[config.mk]
export PLATFORM = sky130hd
export DESIGN_NAME = dma4_regif
export DESIGN_NICKNAME = d
export VERILOG_FILES = /design/src/rtl/dma4_pkg.sv /design/src/rtl/dma4_decode.sv /design/src/rtl/dma4_chan_step.sv /design/src/rtl/dma4_regif.sv
export SDC_FILE = /design/constraint.sdc
export NUM_CORES = 1
export LEC_CHECK = 0
export ABC_CLOCK_PERIOD_IN_PS = 5550
export BUFFER_PORTS_ARGS = -buffer_cell sky130_fd_sc_hd__buf_2
export CELL_PAD_IN_SITES_DETAIL_PLACEMENT = 1
export CELL_PAD_IN_SITES_GLOBAL_PLACEMENT = 2
export CORE_UTILIZATION = 40
export DETAILED_ROUTE_END_ITERATION = 8
export MAX_ROUTING_LAYER = met4
export PLACE_DENSITY = 0.8
export SLEW_MARGIN = 20
export SYNTH_ARGS = -nofsm -noshare
export SYNTH_HDL_FRONTEND = slang
export SYNTH_SLANG_ARGS = --single-unit
[constraint.sdc]
create_clock -name clk -period 5.55 [get_ports clk]
set_clock_uncertainty 0.15 [all_clocks]
set_input_delay 1.11 -clock clk [delete_from_list [all_inputs] [get_ports clk]]
set_output_delay 1.11 -clock clk [all_outputs]
set_load 0.02 [all_outputs]
[src/rtl/dma4_pkg.sv]
package dma4_pkg;
    localparam int NCH = 4;
    localparam int CHW = $clog2(NCH);
    localparam int AW  = 16;
    localparam int PW  = 8;
    localparam int DW  = 8;
    localparam int RAW = 4;
    localparam int FAW = AW + PW;
    localparam int CMDW = 3;

    localparam logic [RAW-1:0] A_CMDSTS  = 4'd8;
    localparam logic [RAW-1:0] A_REQ     = 4'd9;
    localparam logic [RAW-1:0] A_MASK1   = 4'd10;
    localparam logic [RAW-1:0] A_MODE    = 4'd11;
    localparam logic [RAW-1:0] A_PTRRST  = 4'd12;
    localparam logic [RAW-1:0] A_MRESET  = 4'd13;
    localparam logic [RAW-1:0] A_UNMASK  = 4'd14;
    localparam logic [RAW-1:0] A_MASKALL = 4'd15;

    typedef struct packed {
        logic [AW-1:0] cur_addr;
        logic [AW-1:0] base_addr;
        logic [AW-1:0] cur_cnt;
        logic [AW-1:0] base_cnt;
        logic [PW-1:0] page;
        logic          mask;
        logic          sreq;
        logic          tc;
        logic          autoinit;
        logic          down;
        logic [1:0]    xtype;
    } chan_t;

    typedef struct packed {
        chan_t [NCH-1:0] ch;
        logic            ptr_hi;
        logic [CMDW-1:0] cmd;
    } regs_t;

    typedef struct packed {
        logic chreg_wr;
        logic chreg_rd;
        logic sts_rd;
        logic cmd_wr;
        logic cmd_rd;
        logic req_wr;
        logic mask1_wr;
        logic mode_wr;
        logic ptr_rst;
        logic mreset;
        logic unmask;
        logic maskall;
    } strobe_t;
endpackage

[src/rtl/dma4_decode.sv]
module dma4_decode
    import dma4_pkg::*;
(
    input  logic           sel,
    input  logic           we,
    input  logic [RAW-1:0] addr,
    output strobe_t        stb
);
    logic is_chreg;
    logic wr;
    logic rd;

    always_comb begin
        is_chreg = !addr[RAW-1];
        wr = sel && we;
        rd = sel && !we;
        stb = '0;
        stb.chreg_wr = wr && is_chreg;
        stb.chreg_rd = rd && is_chreg;
        stb.sts_rd   = rd && (addr == A_CMDSTS);
        stb.cmd_rd   = rd && (addr == A_REQ);
        stb.cmd_wr   = wr && (addr == A_CMDSTS);
        stb.req_wr   = wr && (addr == A_REQ);
        stb.mask1_wr = wr && (addr == A_MASK1);
        stb.mode_wr  = wr && (addr == A_MODE);
        stb.ptr_rst  = wr && (addr == A_PTRRST);
        stb.mreset   = wr && (addr == A_MRESET);
        stb.unmask   = wr && (addr == A_UNMASK);
        stb.maskall  = wr && (addr == A_MASKALL);
    end
endmodule

[src/rtl/dma4_chan_step.sv]
module dma4_chan_step
    import dma4_pkg::*;
(
    input  chan_t cur,
    input  logic  grant,
    output chan_t nxt,
    output logic  avail
);
    logic [AW-1:0] stepped;

    always_comb begin
        avail   = !cur.mask && !cur.tc;
        stepped = cur.down ? (cur.cur_addr - 1'b1) : (cur.cur_addr + 1'b1);
        nxt     = cur;
        if (grant) begin
            if (cur.cur_cnt == '0) begin
                nxt.tc = 1'b1;
                if (cur.autoinit) begin
                    nxt.cur_addr = cur.base_addr;
                    nxt.cur_cnt  = cur.base_cnt;
                end else begin
                    nxt.cur_addr = stepped;
                    nxt.cur_cnt  = '1;
                end
            end else begin
                nxt.cur_addr = stepped;
                nxt.cur_cnt  = cur.cur_cnt - 1'b1;
            end
        end
    end
endmodule

[src/rtl/dma4_regif.sv]
module dma4_regif
    import dma4_pkg::*;
(
    input  logic           clk,
    input  logic           rst_n,
    input  logic           host_sel,
    input  logic           host_we,
    input  logic [RAW-1:0] host_addr,
    input  logic [DW-1:0]  host_wdata,
    output logic [DW-1:0]  host_rdata,
    input  logic           page_we,
    input  logic [CHW-1:0] page_ch,
    input  logic [PW-1:0]  page_data,
    input  logic           xfer_req,
    input  logic [CHW-1:0] xfer_ch,
    output logic           xfer_ok,
    output logic [FAW-1:0] xfer_addr
);
    regs_t           state_d;
    regs_t           state_q;
    strobe_t         stb;
    chan_t [NCH-1:0] step_nxt;
    logic [NCH-1:0]  avail;
    logic [NCH-1:0]  grant;
    logic [NCH-1:0]  mask_vec;
    logic [NCH-1:0]  tc_vec;
    logic            ptr_q;

    dma4_decode u_decode (
        .sel  (host_sel),
        .we   (host_we),
        .addr (host_addr),
        .stb  (stb)
    );

    for (genvar i = 0; i < NCH; i++) begin : g_chan
        assign grant[i] = xfer_req && (xfer_ch == CHW'(i)) && avail[i];
        dma4_chan_step u_step (
            .cur   (state_q.ch[i]),
            .grant (grant[i]),
            .nxt   (step_nxt[i]),
            .avail (avail[i])
        );
    end

    // next-state: status clear, then transfer steps, then host writes
    always_comb begin
        logic [CHW-1:0] hch;
        logic [CHW-1:0] dch;
        logic [AW-1:0]  oldv;
        logic [AW-1:0]  newv;

        hch  = host_addr[CHW:1];
        dch  = host_wdata[CHW-1:0];
        oldv = host_addr[0] ? state_q.ch[hch].cur_cnt : state_q.ch[hch].cur_addr;
        newv = state_q.ptr_hi ? {host_wdata, oldv[DW-1:0]} : {oldv[AW-1:DW], host_wdata};

        state_d = state_q;
        for (int i = 0; i < NCH; i++) begin
            state_d.ch[i] = step_nxt[i];
            if (stb.sts_rd && !grant[i]) begin
                state_d.ch[i].tc = 1'b0;
            end
        end

        if (page_we) begin
            state_d.ch[page_ch].page = page_data;
        end

        if (stb.chreg_wr || stb.chreg_rd) begin
            state_d.ptr_hi = !state_q.ptr_hi;
        end
        if (stb.chreg_wr) begin
            if (host_addr[0]) begin
                state_d.ch[hch].cur_cnt  = newv;
                state_d.ch[hch].base_cnt = newv;
            end else begin
                state_d.ch[hch].cur_addr  = newv;
                state_d.ch[hch].base_addr = newv;
            end
        end
        if (stb.cmd_wr) begin
            state_d.cmd = host_wdata[CMDW-1:0];
        end
        if (stb.req_wr) begin
            state_d.ch[dch].sreq = host_wdata[CHW];
        end
        if (stb.mask1_wr) begin
            state_d.ch[dch].mask = host_wdata[CHW];
        end
        if (stb.mode_wr) begin
            state_d.ch[dch].xtype    = host_wdata[3:2];
            state_d.ch[dch].autoinit = host_wdata[4];
            state_d.ch[dch].down     = host_wdata[5];
        end
        if (stb.ptr_rst) begin
            state_d.ptr_hi = 1'b0;
        end
        if (stb.unmask) begin
            for (int i = 0; i < NCH; i++) state_d.ch[i].mask = 1'b0;
        end
        if (stb.maskall) begin
            for (int i = 0; i < NCH; i++) state_d.ch[i].mask = host_wdata[i];
        end
        if (stb.mreset) begin
            state_d.ptr_hi = 1'b0;
            for (int i = 0; i < NCH; i++) begin
                state_d.ch[i].mask = 1'b1;
                state_d.ch[i].sreq = 1'b0;
                state_d.ch[i].tc   = 1'b0;
            end
        end
    end

    always_ff @(posedge clk or negedge rst_n) begin
        if (!rst_n) begin
            state_q <= '0;
            for (int i = 0; i < NCH; i++) state_q.ch[i].mask <= 1'b1;
        end else begin
            state_q <= state_d;
        end
    end

    // outputs
    always_comb begin
        logic [CHW-1:0] hch;
        logic [AW-1:0]  rv;

        hch = host_addr[CHW:1];
        rv  = host_addr[0] ? state_q.ch[hch].cur_cnt : state_q.ch[hch].cur_addr;
        for (int i = 0; i < NCH; i++) begin
            mask_vec[i] = state_q.ch[i].mask;
            tc_vec[i]   = state_q.ch[i].tc;
        end
        ptr_q = state_q.ptr_hi;

        host_rdata = '0;
        if (stb.chreg_rd) begin
            host_rdata = state_q.ptr_hi ? rv[AW-1:DW] : rv[DW-1:0];
        end else if (stb.sts_rd) begin
            for (int i = 0; i < NCH; i++) begin
                host_rdata[i]       = state_q.ch[i].tc;
                host_rdata[NCH + i] = state_q.ch[i].sreq;
            end
        end else if (stb.cmd_rd) begin
            host_rdata[CMDW-1:0] = state_q.cmd;
        end

        xfer_ok   = |grant;
        xfer_addr = xfer_ok ? {state_q.ch[xfer_ch].page, state_q.ch[xfer_ch].cur_addr} : '0;
    end
endmodule

Word-level counts from Yosys, hierarchy flattened --
Cells that the tools add are included.
Storage, ports and cells: bits in registers 320, input bits 30, word-level logic and storage cells 235
Cells by class: add/sub/neg operators 12, magnitude comparators 7, equal/unequal tests 11, mux-type cells 103, reductions and logical operators 56
Operators with widths (number):
- bitwise mux 316 bit | 10
- 2-to-1 mux 316 bit | 6
- demux 79 bit (select 2 bit) | 10
- 2-to-1 mux 16 bit | 30
- binary-select mux 79 bit (select 2 bit) | 2
- 2-to-1 mux 79 bit | 3
- subtractor 16 x 1 -> 16 bit (second input constant) | 8
- adder 16 x 1 -> 16 bit (second input constant) | 4
- zero test 16 bit | 4
- 2-to-1 mux 63 bit | 1
- 2-to-1 mux 47 bit | 1
- logical AND 1 bit | 33
- equality test 4 bit (second input constant) | 8
- 2-to-1 mux 31 bit | 1
- 2-to-1 mux 24 bit | 1
- 2-to-1 mux 1 bit | 23
- 2-to-1 mux 3 bit | 7
- 2-to-1 mux 8 bit | 2
- zero test 1 bit | 15
- 2-to-1 mux 15 bit | 1
- less-than comparator 2 x 3 -> 1 bit (second input constant) | 4
- 2-to-1 mux 7 bit | 1
- >= comparator 2 x 1 -> 1 bit (second input constant) | 3
- 2-to-1 mux 6 bit | 1
- 9 further kinds | 10

Depth between registers and ports, before layout --
Gate-level depths: netlist of run 1.
depth after elaboration 23, mapped depth 12, mapped depth without buffers 9

By module --
From an unflattened synthesis of run 1, not the netlist that was laid out.
Second synthesis, totals: cell total of the unflattened synthesis 2694, area total of the unflattened synthesis 22993.3 um^2
By module, submodules not included:
- dma4_regif | times used 1, cells an instance 1372, area each 14731.6 um^2, sequential area each 8012.7 um^2
- dma4_chan_step (g_chan[2].u_step ...) | times used 2, cells an instance 329, area each 2080.7 um^2, sequential area each 0.0 um^2
- dma4_chan_step (g_chan[0].u_step ...) | times used 2, cells an instance 322, area each 1994.4 um^2, sequential area each 0.0 um^2
- dma4_decode | times used 1, cells an instance 20, area each 111.4 um^2, sequential area each 0.0 um^2

Worst setup path before layout of run 1 --
Ideal clock, no wire load.
path type in2out, start point input host_addr[2], end point output host_rdata[7], data arrival time 2869 ps, setup slack 1421 ps, cell stages on the path 6, cell sequence buf_2 -> buf_2 -> buf_2 -> mux4_2 -> mux4_2 -> a22o_1
On the way: word-level cells in the longest chain between the ends 5, elaborated cells between the ends (all ways) 8, those cells by class 1 x eq/ne; 6 x mux; 1 x reduce/logical
Ends and longest elaborated chain:
- start, declared | line dma4_regif.sv:8 | input logic [RAW-1:0] host_addr,
- binary-select mux 79 bit (select 2 bit) | line dma4_regif.sv:130 | rv = host_addr[0] ? state_q.ch[hch].cur_cnt : state_q.ch[hch].cur_addr;
- 2-to-1 mux 79 bit (not written as such) | line dma4_regif.sv:130
- 2-to-1 mux 16 bit | line dma4_regif.sv:130
- 2-to-1 mux 8 bit | line dma4_regif.sv:139 | host_rdata = state_q.ptr_hi ? rv[AW-1:DW] : rv[DW-1:0];
- 2-to-1 mux 8 bit (*) | line dma4_regif.sv:138 | if (stb.chreg_rd) begin
- end, declared | line dma4_regif.sv:10 | output logic [DW-1:0] host_rdata,
Mark *: on every way between the ends. The rest lies on a longest branch, timed or not. The select of a mux whose other input is x is not followed.

Worst setup path after layout of run 1 --
start point input host_addr[1], end point output host_rdata[5]
The elaborated chain is that of the path after synthesis.

==> results of run 1 <==
==> flip-flops by register name, summed over array words and instances, names as in the netlist <==
name and flops:
mask_vec 4, ptr_q 1, state_q 307
==> critical path, cell delays in order <==
cell,delay (ns)
sky130_fd_sc_hd__buf_2,0.65
sky130_fd_sc_hd__mux4_2,0.61
sky130_fd_sc_hd__mux2_2,0.30
sky130_fd_sc_hd__nand2_1,0.07
sky130_fd_sc_hd__o21ai_0,0.17
sky130_fd_sc_hd__a22o_1,0.32
sky130_fd_sc_hd__buf_2,0.18
==> power groups by stage <==
stage | sequential, mW | combinational [mW] | clock (mW)
after global routing | 4.31 | 3.90 | 2.75
after detailed placement | 4.25 | 3.50 | 0
after global placement | 4.22 | 3.38 | 0
final | 4.28 | 3.55 | 2.62
after CTS | 4.21 | 3.53 | 2.67
after floorplan | 3.48 | 2.55 | 0
==> cell type report <==
class,count,share of cell area [%]
inverter,32,0.552
sequential,312,35.9
antenna,8,0.0921
multi-input combinational,1645,50.9
tap,615,3.54
clock inverter,14,0.639
clock buffer,58,5.37
timing repair buffer,105,3.01
==> synthesized netlist by cell type (all sizes together) (15+ instances only) <==
master / instances
a211oi: 37
a21o: 32
a21oi: 139
a31oi: 23
and3: 15
buf: 47
clkbuf: 90
dfrtp: 308
ha: 60
inv: 32
mux2: 50
mux2i: 16
mux4: 57
nand2: 326
nand2b: 15
nand3: 37
nor2: 159
nor2b: 29
nor3: 65
nor4: 19
o211ai: 41
o21a: 20
o21ai: 220
o22ai: 23
o31ai: 17
or3: 27
xnor2: 28
xor2: 26
==> routing by layer <==
| layer | track usage (%) | up-vias |
|---|---|---|
| met5 | - | - |
| met4 | 14.1 | 0 |
| met3 | 5.03 | 180 |
| met2 | 49.7 | 558 |
| met1 | 44.3 | 9114 |
| li1 | - | 7873 |
==> through the flow <==
step	utilization (%)	hold WS, ns	cell area, µm²
6_report	45.4	0.324	21700
5_1_grt	45.4	0.353	21700
4_1_cts	45.4	0.329	21700
3_5_place_dp	42.6	0.314	20400
3_3_place_gp	42.6	0.301	20400
2_1_floorplan	-	0.288	19400
==> path summary, 6_finish.rpt <==
path / start / to / slack (ns) / depth (start not counted)
setup / recovery: host_addr[1] / host_rdata[5] / 0.86 / 7
hold / removal: state_q[28] / state_q[28] / 0.32 / 2
setup reg to reg: state_q[85] / state_q[160] / 2.13 / 8
hold reg to reg: state_q[28] / state_q[28] / 0.32 / 2
max in group asynchronous: rst_n / state_q[307] / 3.61 / 2
min in group asynchronous: rst_n / state_q[183] / 0.43 / 1
==> kinds of logic (layout without fill, tap and decap cells) <==
family,after synthesis,count (layout),synth area share (%)
simple gates,734,734,17.3
compound gates,670,670,21.8
flops,312,312,40.2
buf+inv,169,209,3.67
mux,123,123,10.3
fa+ha+maj,64,64,4.27
xor+xnor,54,54,2.43
other cells,0,8,0
==> metrics.yaml, run 1 <==
outcome: "finished clean"
timing.slew.headroom_pct: 34.3
drt-vias-per-instance: 6.36
floorplan.rows: 80
synth_edf_count: 0
placedCellCount: 2709
multi_input_comb_area_mm2: 0.0111
setup_slack_ns: 0.859
final_common_cell: "sky130_fd_sc_hd__nand2_1"
yosysSeqAreaShare_pct: 40.2
synthArstFlopShare_pct: 100
met3RoutedLength_um: 4950
dp_slack_ns: 0.930
ff_latch_area_mm2: 0.00781
netlist_instances: 2126
area_growth_syn_to_layout_pct: 11.8
maxCapViolCount: 0
routedLengthMet1_um: 34300
cts-root-to-sink-buffers: 3
max_freq_mhz: 213
floorplan.core_area_mm2: 0.0478
drtAntennaViolNets: 0
p_clk_share_pct: 25.1
critical_path_required_ns: 4.29
finalHoldViolCount: 0
io_pins: 63
detailroute.via_count: 17700
cts_tree: "built"
cts_inserted_buffers: 39
cts.sinks: 312
synth_area_leader_cell: "sky130_fd_sc_hd__dfrtp_1"
power_report.internal_total_mw: 6.01
setup_viol: 0
clock_latency_on_the_worst_skew_pair_ns: 0.57
place.port_buffers: 62
final_net_count: 2229
dr.first_iter.drc_count: 1618
die_w_um: 222
cts_hold_bufs: 0
most-common-layout-cells: "sky130_fd_sc_hd__nand2_1 (323), sky130_fd_sc_hd__dfrtp_1 (308), sky130_fd_sc_hd__o21ai_0 (218), sky130_fd_sc_hd__nor2_1 (156), sky130_fd_sc_hd__a21oi_1 (131)"
grt_pass1_wl_um: 119000
fraction_of_final_layout_cells_with_drive_strength_greater_than_1_pct: 15.4
routed_wirelength_um: 78300
synth_cell_type_count: 82
die-height_um: 222
post_synth_main_area_contributors: "sky130_fd_sc_hd__dfrtp_1 (40%), sky130_fd_sc_hd__mux4_2 (6.6%), sky130_fd_sc_hd__nand2_1 (6.3%)"
topRoutingLayerUsed: "met4"
starting_density_of_the_core_pct: 40.6
final.period_utilization_pct: 84.5
comb_power_share_pct: 34.0
grt_antenna_before_repair: 7
power_per_cell_area_mw_per_mm2: 481
dominantRegCellSynth: "sky130_fd_sc_hd__dfrtp_1"
syn-num-nets: 2220
first_global_vias: 18100
hp-class: "flop to flop"
drt_pre_antenna_iters: 5
start_kind: "input port"
critPathKind: "input port to output port"
post-route-drc-count: 0
p_leak_nw: 9.44
netlist_area_mm2: 0.0194
yosys_register_bits: 312
power.ir.vdd_worst_mv: 0.254
postCtsSetupBuffers: 0
die_area_mm2: 0.0495
number_of_max_slew_violations_in_the_final_report: 0
arrival_ns: 3.43
clkSlewWorstSetupHoldPaths_ns: 0.05
fin_cells: 2789
pwr-share-seq_pct: 40.9
drt-wirelength-per-cell_um: 28.1
cts_root_buffer: "sky130_fd_sc_hd__clkbuf_16"
crit_path_max_fanout: 31
pin_count_of_the_biggest_net_entering_global_routing: 102
cp-end-kind: "output port"
max_slew.worst_pin.slew_ns: 0.978
post_cts_sizing_count: 0
grt_setup_unrepaired: "false"
finalWeightedCongestion: 1.00
fillers: 5473
grt.overflow.total: 0
h_tree_level_count: 2
total_power_draw_mw: 10.5
syn_avg_cell_area_um2: 9.15
tns_ns: 0
switching_share_pct: 42.5
synth_top_area_share_pct: 39.6
finalCriticalPeriod_ns: 4.69
power.net_switching_mw: 4.44
yosys_warnings: 0
hpwlAfterDp_um: 55400
grt_util_all_layers_pct: 33.0
met2RoutedLength_um: 35600
(Power assumes the default switching activity.)
==> run 2: changes to the inputs <==
--- a/config.mk
+++ b/config.mk
@@ -5,14 +5,14 @@
 export SDC_FILE = /design/constraint.sdc
 export NUM_CORES = 1
 export LEC_CHECK = 0
-export ABC_CLOCK_PERIOD_IN_PS = 5550
+export ABC_CLOCK_PERIOD_IN_PS = 3800
 export BUFFER_PORTS_ARGS = -buffer_cell sky130_fd_sc_hd__buf_2
 export CELL_PAD_IN_SITES_DETAIL_PLACEMENT = 1
 export CELL_PAD_IN_SITES_GLOBAL_PLACEMENT = 2
-export CORE_UTILIZATION = 40
+export CORE_UTILIZATION = 36
 export DETAILED_ROUTE_END_ITERATION = 8
 export MAX_ROUTING_LAYER = met4
-export PLACE_DENSITY = 0.8
+export PLACE_DENSITY = 0.76
 export SLEW_MARGIN = 20
 export SYNTH_ARGS = -nofsm -noshare
 export SYNTH_HDL_FRONTEND = slang
==> constraint.sdc (replaced) <==
create_clock -name clk -period 3.8 [get_ports clk]
set_clock_uncertainty 0.15 [all_clocks]
set_input_delay 0.76 -clock clk [delete_from_list [all_inputs] [get_ports clk]]
set_output_delay 0.76 -clock clk [all_outputs]
set_load 0.02 [all_outputs]
==> run 2 against run 1 <==
Against the previous run:
- worst hold slack worse by 0.25 ns
- highest routed layer unchanged
- power rose by 47%
- non-clock buffer count rose by 53
- clock-buffer cell count grew 5
- sequential share of layout area fell by 0.73 points
- largest power group unchanged
- worst setup slack worse by 0.75 ns
==> metrics.yaml, run 2 (same netlist as run 1, synthesis figures left out) <==
hpwlAfterDp_um: 57000
max_incr_delay_on_cp_ns: 0.59
number_of_max_slew_violations_in_the_final_report: 0
cell_with_the_largest_stage_delay_on_the_worst_path: "sky130_fd_sc_hd__mux4_2"
max_slew.worst_pin.slew_ns: 0.988
timing.critical_path.from: "host_addr[1]"
place_area_mm2: 0.0209
maxCapViolCount: 0
h_tree_level_count: 2
die-height_um: 234
post-route-drc-count: 0
area_growth_syn_to_layout_pct: 14.2
cts_inserted_buffers: 39
fin_area_mm2: 0.0222
grt_antenna_before_repair: 7
max_freq_mhz: 271
cp-end-kind: "output port"
grt.overflow.total: 0
cts-root-to-sink-buffers: 3
power_per_cell_area_mw_per_mm2: 691
regToRegStartpoint: "state_q[193]"
postCtsSetupBuffers: 0
drt-vias-per-instance: 6.17
tns_ns: 0
worstSetupPathDepth: 5
largest-register: "state_q"
cts.sinks: 312
critical_path_required_ns: 2.89
routed_wirelength_um: 78000
hp-class: "input port to async pin"
grt_setup_unrepaired: "false"
fraction_of_final_layout_cells_with_drive_strength_greater_than_1_pct: 16.6
clkSlewWorstSetupHoldPaths_ns: 0.05
timing.rr.end: "state_q[240]"
total_power_draw_mw: 15.3
grt_pass1_wl_um: 117000
floorplan.core_area_mm2: 0.0530
finalCriticalPeriod_ns: 3.69
drt-wirelength-per-cell_um: 26.9
drt_pre_antenna_iters: 5
post-route-util_pct: 41.9
post_cts_sizing_count: 0
final_common_cell: "sky130_fd_sc_hd__nand2_1"
finalHoldViolCount: 0
most-common-layout-cells: "sky130_fd_sc_hd__nand2_1 (326), sky130_fd_sc_hd__dfrtp_1 (308), sky130_fd_sc_hd__o21ai_0 (218), sky130_fd_sc_hd__nor2_1 (159), sky130_fd_sc_hd__a21oi_1 (132)"
die_area_mm2: 0.0549
start_kind: "input port"
final_net_count: 2282
starting_density_of_the_core_pct: 36.7
crit_path_max_fanout: 17
r2r_cells: 9
timing.slew.headroom_pct: 34.2
p_leak_nw: 9.70
power.ir.vdd_worst_mv: 0.281
clock_latency_on_the_worst_skew_pair_ns: 0.56
largest_register_ffs: 307
cts_tree: "built"
reg2reg_setup_slack_ns: 0.65
cp-endpoint: "host_rdata[7]"
finalWeightedCongestion: 0.972
drtAntennaViolNets: 0
timing.critical_path.cells: "buf_2 > mux4_2 > mux4_2 > a22o_1 > buf_2"
dp_slack_ns: 0.132
die_w_um: 234
final.period_utilization_pct: 97.1
arrival_ns: 2.78
critPathKind: "input port to output port"
cts_root_buffer: "sky130_fd_sc_hd__clkbuf_16"
setup_viol: 0
outcome: "finished clean"
setup_slack_ns: 0.110
pin_count_of_the_biggest_net_entering_global_routing: 81
crit_buf_inv: 2
floorplan.rows: 84
timing.critical_path.max_delay_family: "multiplexers"
io_pins: 63
first_global_vias: 17900
place.port_buffers: 62
detailroute.via_count: 17900
cts_hold_bufs: 0
dr.first_iter.drc_count: 1330
grt_util_all_layers_pct: 29.7
-- run 2: cell count changes in the layout (fill, tap and decap cells not counted), sizes merged --
cell      delta
diode        -5
clkinv       -3
inv          -3
bufinv       -1
clkbuf       +5
clkinvlp     -3
buf         +53
-- run 2: worst min-delay path by stage --
stage                   end          from
5_1_grt        state_q[191]         rst_n
6_report       state_q[191]         rst_n
4_1_cts        state_q[191]         rst_n
3_3_place_gp   state_q[218]  state_q[218]
3_5_place_dp   state_q[302]  state_q[302]
2_1_floorplan  state_q[218]  state_q[218]
-- run 2: cell type report --
class                      instances  area [µm²]
tap                              688         861
clock buffer                      63        1210
inverter                          32         120
sequential                       312        7810
fill                            6098       30800
clock inverter                     4        48.8
antenna                            3        7.51
timing repair buffer             158        1130
multi-input combinational       1645       11000
-- run 2: per-stage QoR --
stage	cells	hold WS (ns)
final	2905	0.0704
after global routing	2905	0.107
after CTS	2902	0.0787
after detailed placement	2835	0.312
after global placement	2835	0.301
after floorplan	2126	0.288
-- run 2: layer usage --
layer / share of wire (%) / track usage [%]
met1: 45 / 40.8
met2: 44 / 43.6
met3: 6.5 / 4.97
met4: 4.0 / 11.1
met5: 0 / -
-- run 2: power breakdown --
group | internal, mW | switching (mW) | total (mW) | leakage [nW]
registers | 4.34 | 1.68 | 6.02 | 3.93
logic | 2.32 | 3.26 | 5.58 | 5.15
clock network | 2.23 | 1.50 | 3.73 | 0.617
-- run 2: worst register-to-register path, stage by stage (launching register included) --
cell,delay (ns)
sky130_fd_sc_hd__dfrtp_1,0.50
sky130_fd_sc_hd__inv_1,0.11
sky130_fd_sc_hd__ha_1,0.23
sky130_fd_sc_hd__nor4b_1,0.44
sky130_fd_sc_hd__and4_1,0.42
sky130_fd_sc_hd__nand2_1,0.30
sky130_fd_sc_hd__buf_4,0.31
sky130_fd_sc_hd__or3_1,0.33
sky130_fd_sc_hd__o211ai_1,0.09
sky130_fd_sc_hd__o32ai_1,0.12
==> run 3: changes to the inputs <==
--- a/config.mk
+++ b/config.mk
@@ -6,11 +6,12 @@
 export NUM_CORES = 1
 export LEC_CHECK = 0
 export ABC_CLOCK_PERIOD_IN_PS = 3800
-export BUFFER_PORTS_ARGS = -buffer_cell sky130_fd_sc_hd__buf_2
 export CELL_PAD_IN_SITES_DETAIL_PLACEMENT = 1
 export CELL_PAD_IN_SITES_GLOBAL_PLACEMENT = 2
-export CORE_UTILIZATION = 36
+export CORE_ASPECT_RATIO = 0.9
+export CORE_UTILIZATION = 37
 export DETAILED_ROUTE_END_ITERATION = 8
+export DONT_BUFFER_PORTS = 1
 export MAX_ROUTING_LAYER = met4
 export PLACE_DENSITY = 0.76
 export SLEW_MARGIN = 20
==> run 3 against run 2 <==
Against the previous run:
- critical endpoint is now host_rdata[1]
- worst setup slack better by 0.18 ns
- highest routed layer unchanged
- critical path type is now flop to output port
- non-clock buffer count shrank 53
- critical path depth increased by 1
- clock power rose by 7.2%
- largest cell class unchanged
- power up 0.34%
- the run now ends with hold timing left
- clock-buffer cell count fell by 9
==> metrics.yaml, run 3 (same netlist as run 1, synthesis figures left out) <==
outcome: "finished with violations"
failed_checks: "hold timing"
max_slew.worst_pin.slew_ns: 0.927
fin_area_mm2: 0.0220
final_hold_slack_ns: -0.248
final.period_utilization_pct: 92.3
largest-register: "state_q"
drt-wirelength-per-cell_um: 27.2
starting_density_of_the_core_pct: 37.5
place_area_mm2: 0.0206
p_leak_nw: 9.49
drtAntennaViolNets: 0
power_per_cell_area_mw_per_mm2: 700
switching_share_pct: 41.0
grt.overflow.total: 0
setup_viol: 0
cts_inserted_buffers: 40
floorplan.core_area_mm2: 0.0518
arrival_ns: 2.60
final_net_count: 2230
cp-end-kind: "output port"
cell_with_the_largest_stage_delay_on_the_worst_path: "sky130_fd_sc_hd__dfrtp_1"
timing.slew.headroom_pct: 38.1
floorplan.rows: 79
timing.critical_path.max_delay_family: "multiplexers"
max_freq_mhz: 285
place.port_buffers: 0
cts_tree: "built"
largest_register_ffs: 307
power_report.internal_total_mw: 9.07
post_cts_sizing_count: 0
postCtsSetupBuffers: 0
total_power_draw_mw: 15.4
final_common_cell: "sky130_fd_sc_hd__nand2_1"
tns_ns: 0
finalCriticalPeriod_ns: 3.51
routed_wirelength_um: 77500
cts_root_buffer: "sky130_fd_sc_hd__clkbuf_16"
crit_path_max_fanout: 5
comb_power_share_pct: 34.8
cts.sinks: 312
number_of_max_slew_violations_in_the_final_report: 0
die-height_um: 219
maxCapViolCount: 0
max_incr_delay_on_cp_ns: 0.56
grt_util_all_layers_pct: 30.3
h_tree_level_count: 2
most-common-layout-cells: "sky130_fd_sc_hd__nand2_1 (326), sky130_fd_sc_hd__dfrtp_1 (308), sky130_fd_sc_hd__o21ai_0 (218), sky130_fd_sc_hd__nor2_1 (159), sky130_fd_sc_hd__a21oi_1 (132)"
pin_count_of_the_biggest_net_entering_global_routing: 313
first_global_vias: 17900
critPathKind: "flop to output port"
fraction_of_final_layout_cells_with_drive_strength_greater_than_1_pct: 15.0
drt-vias-per-instance: 6.21
hp-class: "input port to async pin"
timing.critical_path.cells: "mux4_2 > mux2i_1 > nand2_1 > o21ai_0 > a21oi_1 > buf_4"
post-route-drc-count: 0
area_growth_syn_to_layout_pct: 13.0
power.ir.vdd_worst_mv: 0.346
p_clk_share_pct: 26.0
hpwlAfterDp_um: 55700
detailroute.via_count: 17700
finalWeightedCongestion: 0.977
clkSlewWorstSetupHoldPaths_ns: 0.06
start_kind: "flop"
finalHoldViolCount: 308
drt_pre_antenna_iters: 5
die_area_mm2: 0.0535
power.net_switching_mw: 6.31
clock_latency_on_the_worst_skew_pair_ns: 0.57
io_pins: 63
crit_buf_inv: 1
pwr-share-seq_pct: 39.2
grt_pass1_wl_um: 118000
num_antenna_cells: 0
grt_setup_unrepaired: "false"
die_w_um: 244
dr.first_iter.drc_count: 1487
grt_antenna_before_repair: 1
cts-root-to-sink-buffers: 3
critical_path_required_ns: 2.89
-- run 3: changes by cell type in the layout (fill, tap and decap cells not counted), moves of 5 or more --
cell                       before  now
sky130_fd_sc_hd__buf_12         7    2
sky130_fd_sc_hd__clkinv_2       2   10
sky130_fd_sc_hd__clkbuf_1      12    7
sky130_fd_sc_hd__buf_4         89  102
sky130_fd_sc_hd__buf_2         61    0
-- run 3: path summary, 6_finish.rpt --
check	cells after the start	slack [ns]	to	from
max in group asynchronous	0	3.26	state_q[184]	rst_n
min in group clk	2	0.17	ptr_q	host_sel
worst max register to register	8	0.56	state_q[319]	state_q[243]
worst max-delay path	6	0.29	host_rdata[1]	state_q[226]
worst min-delay path	0	-0.25	state_q[141]	rst_n
worst min register to register	2	0.32	state_q[144]	state_q[144]
-- run 3: cell type report --
cell class,instances,area (µm²)
Timing Repair Buffer,105,821
Tap cell,688,861
Clock buffer,54,1130
Fill cell,5972,29800
Clock inverter,17,216
Inverter,32,120
Sequential cell,312,7810
Multi-Input combinational cell,1645,11000
-- run 3: power by group through the flow --
| stage | Clock [mW] | Combinational, mW | Sequential, mW |
|---|---|---|---|
| after floorplan | 0 | 3.72 | 5.08 |
| after global placement | 0 | 5.10 | 5.96 |
| after detailed placement | 0 | 5.28 | 5.98 |
| after CTS | 4.07 | 5.31 | 5.95 |
| after global routing | 4.19 | 5.86 | 6.10 |
| final | 4.00 | 5.36 | 6.02 |
-- run 3: routing by layer --
metal	GRT usage (%)	routed length (µm)
met1	41.3	35100
met2	44.8	33900
met3	5.31	5230
met4	11.8	3240
met5	-	0
-- run 3: per-stage QoR --
step                setup slack [ns]  util [%]  std cells
floorplan                      0.371         -       2126
global placement               0.667      39.8       2781
detailed placement             0.589      39.8       2781
CTS                            0.354      42.4       2852
global route                   0.297      42.4       2853
finish                         0.294      42.4       2853
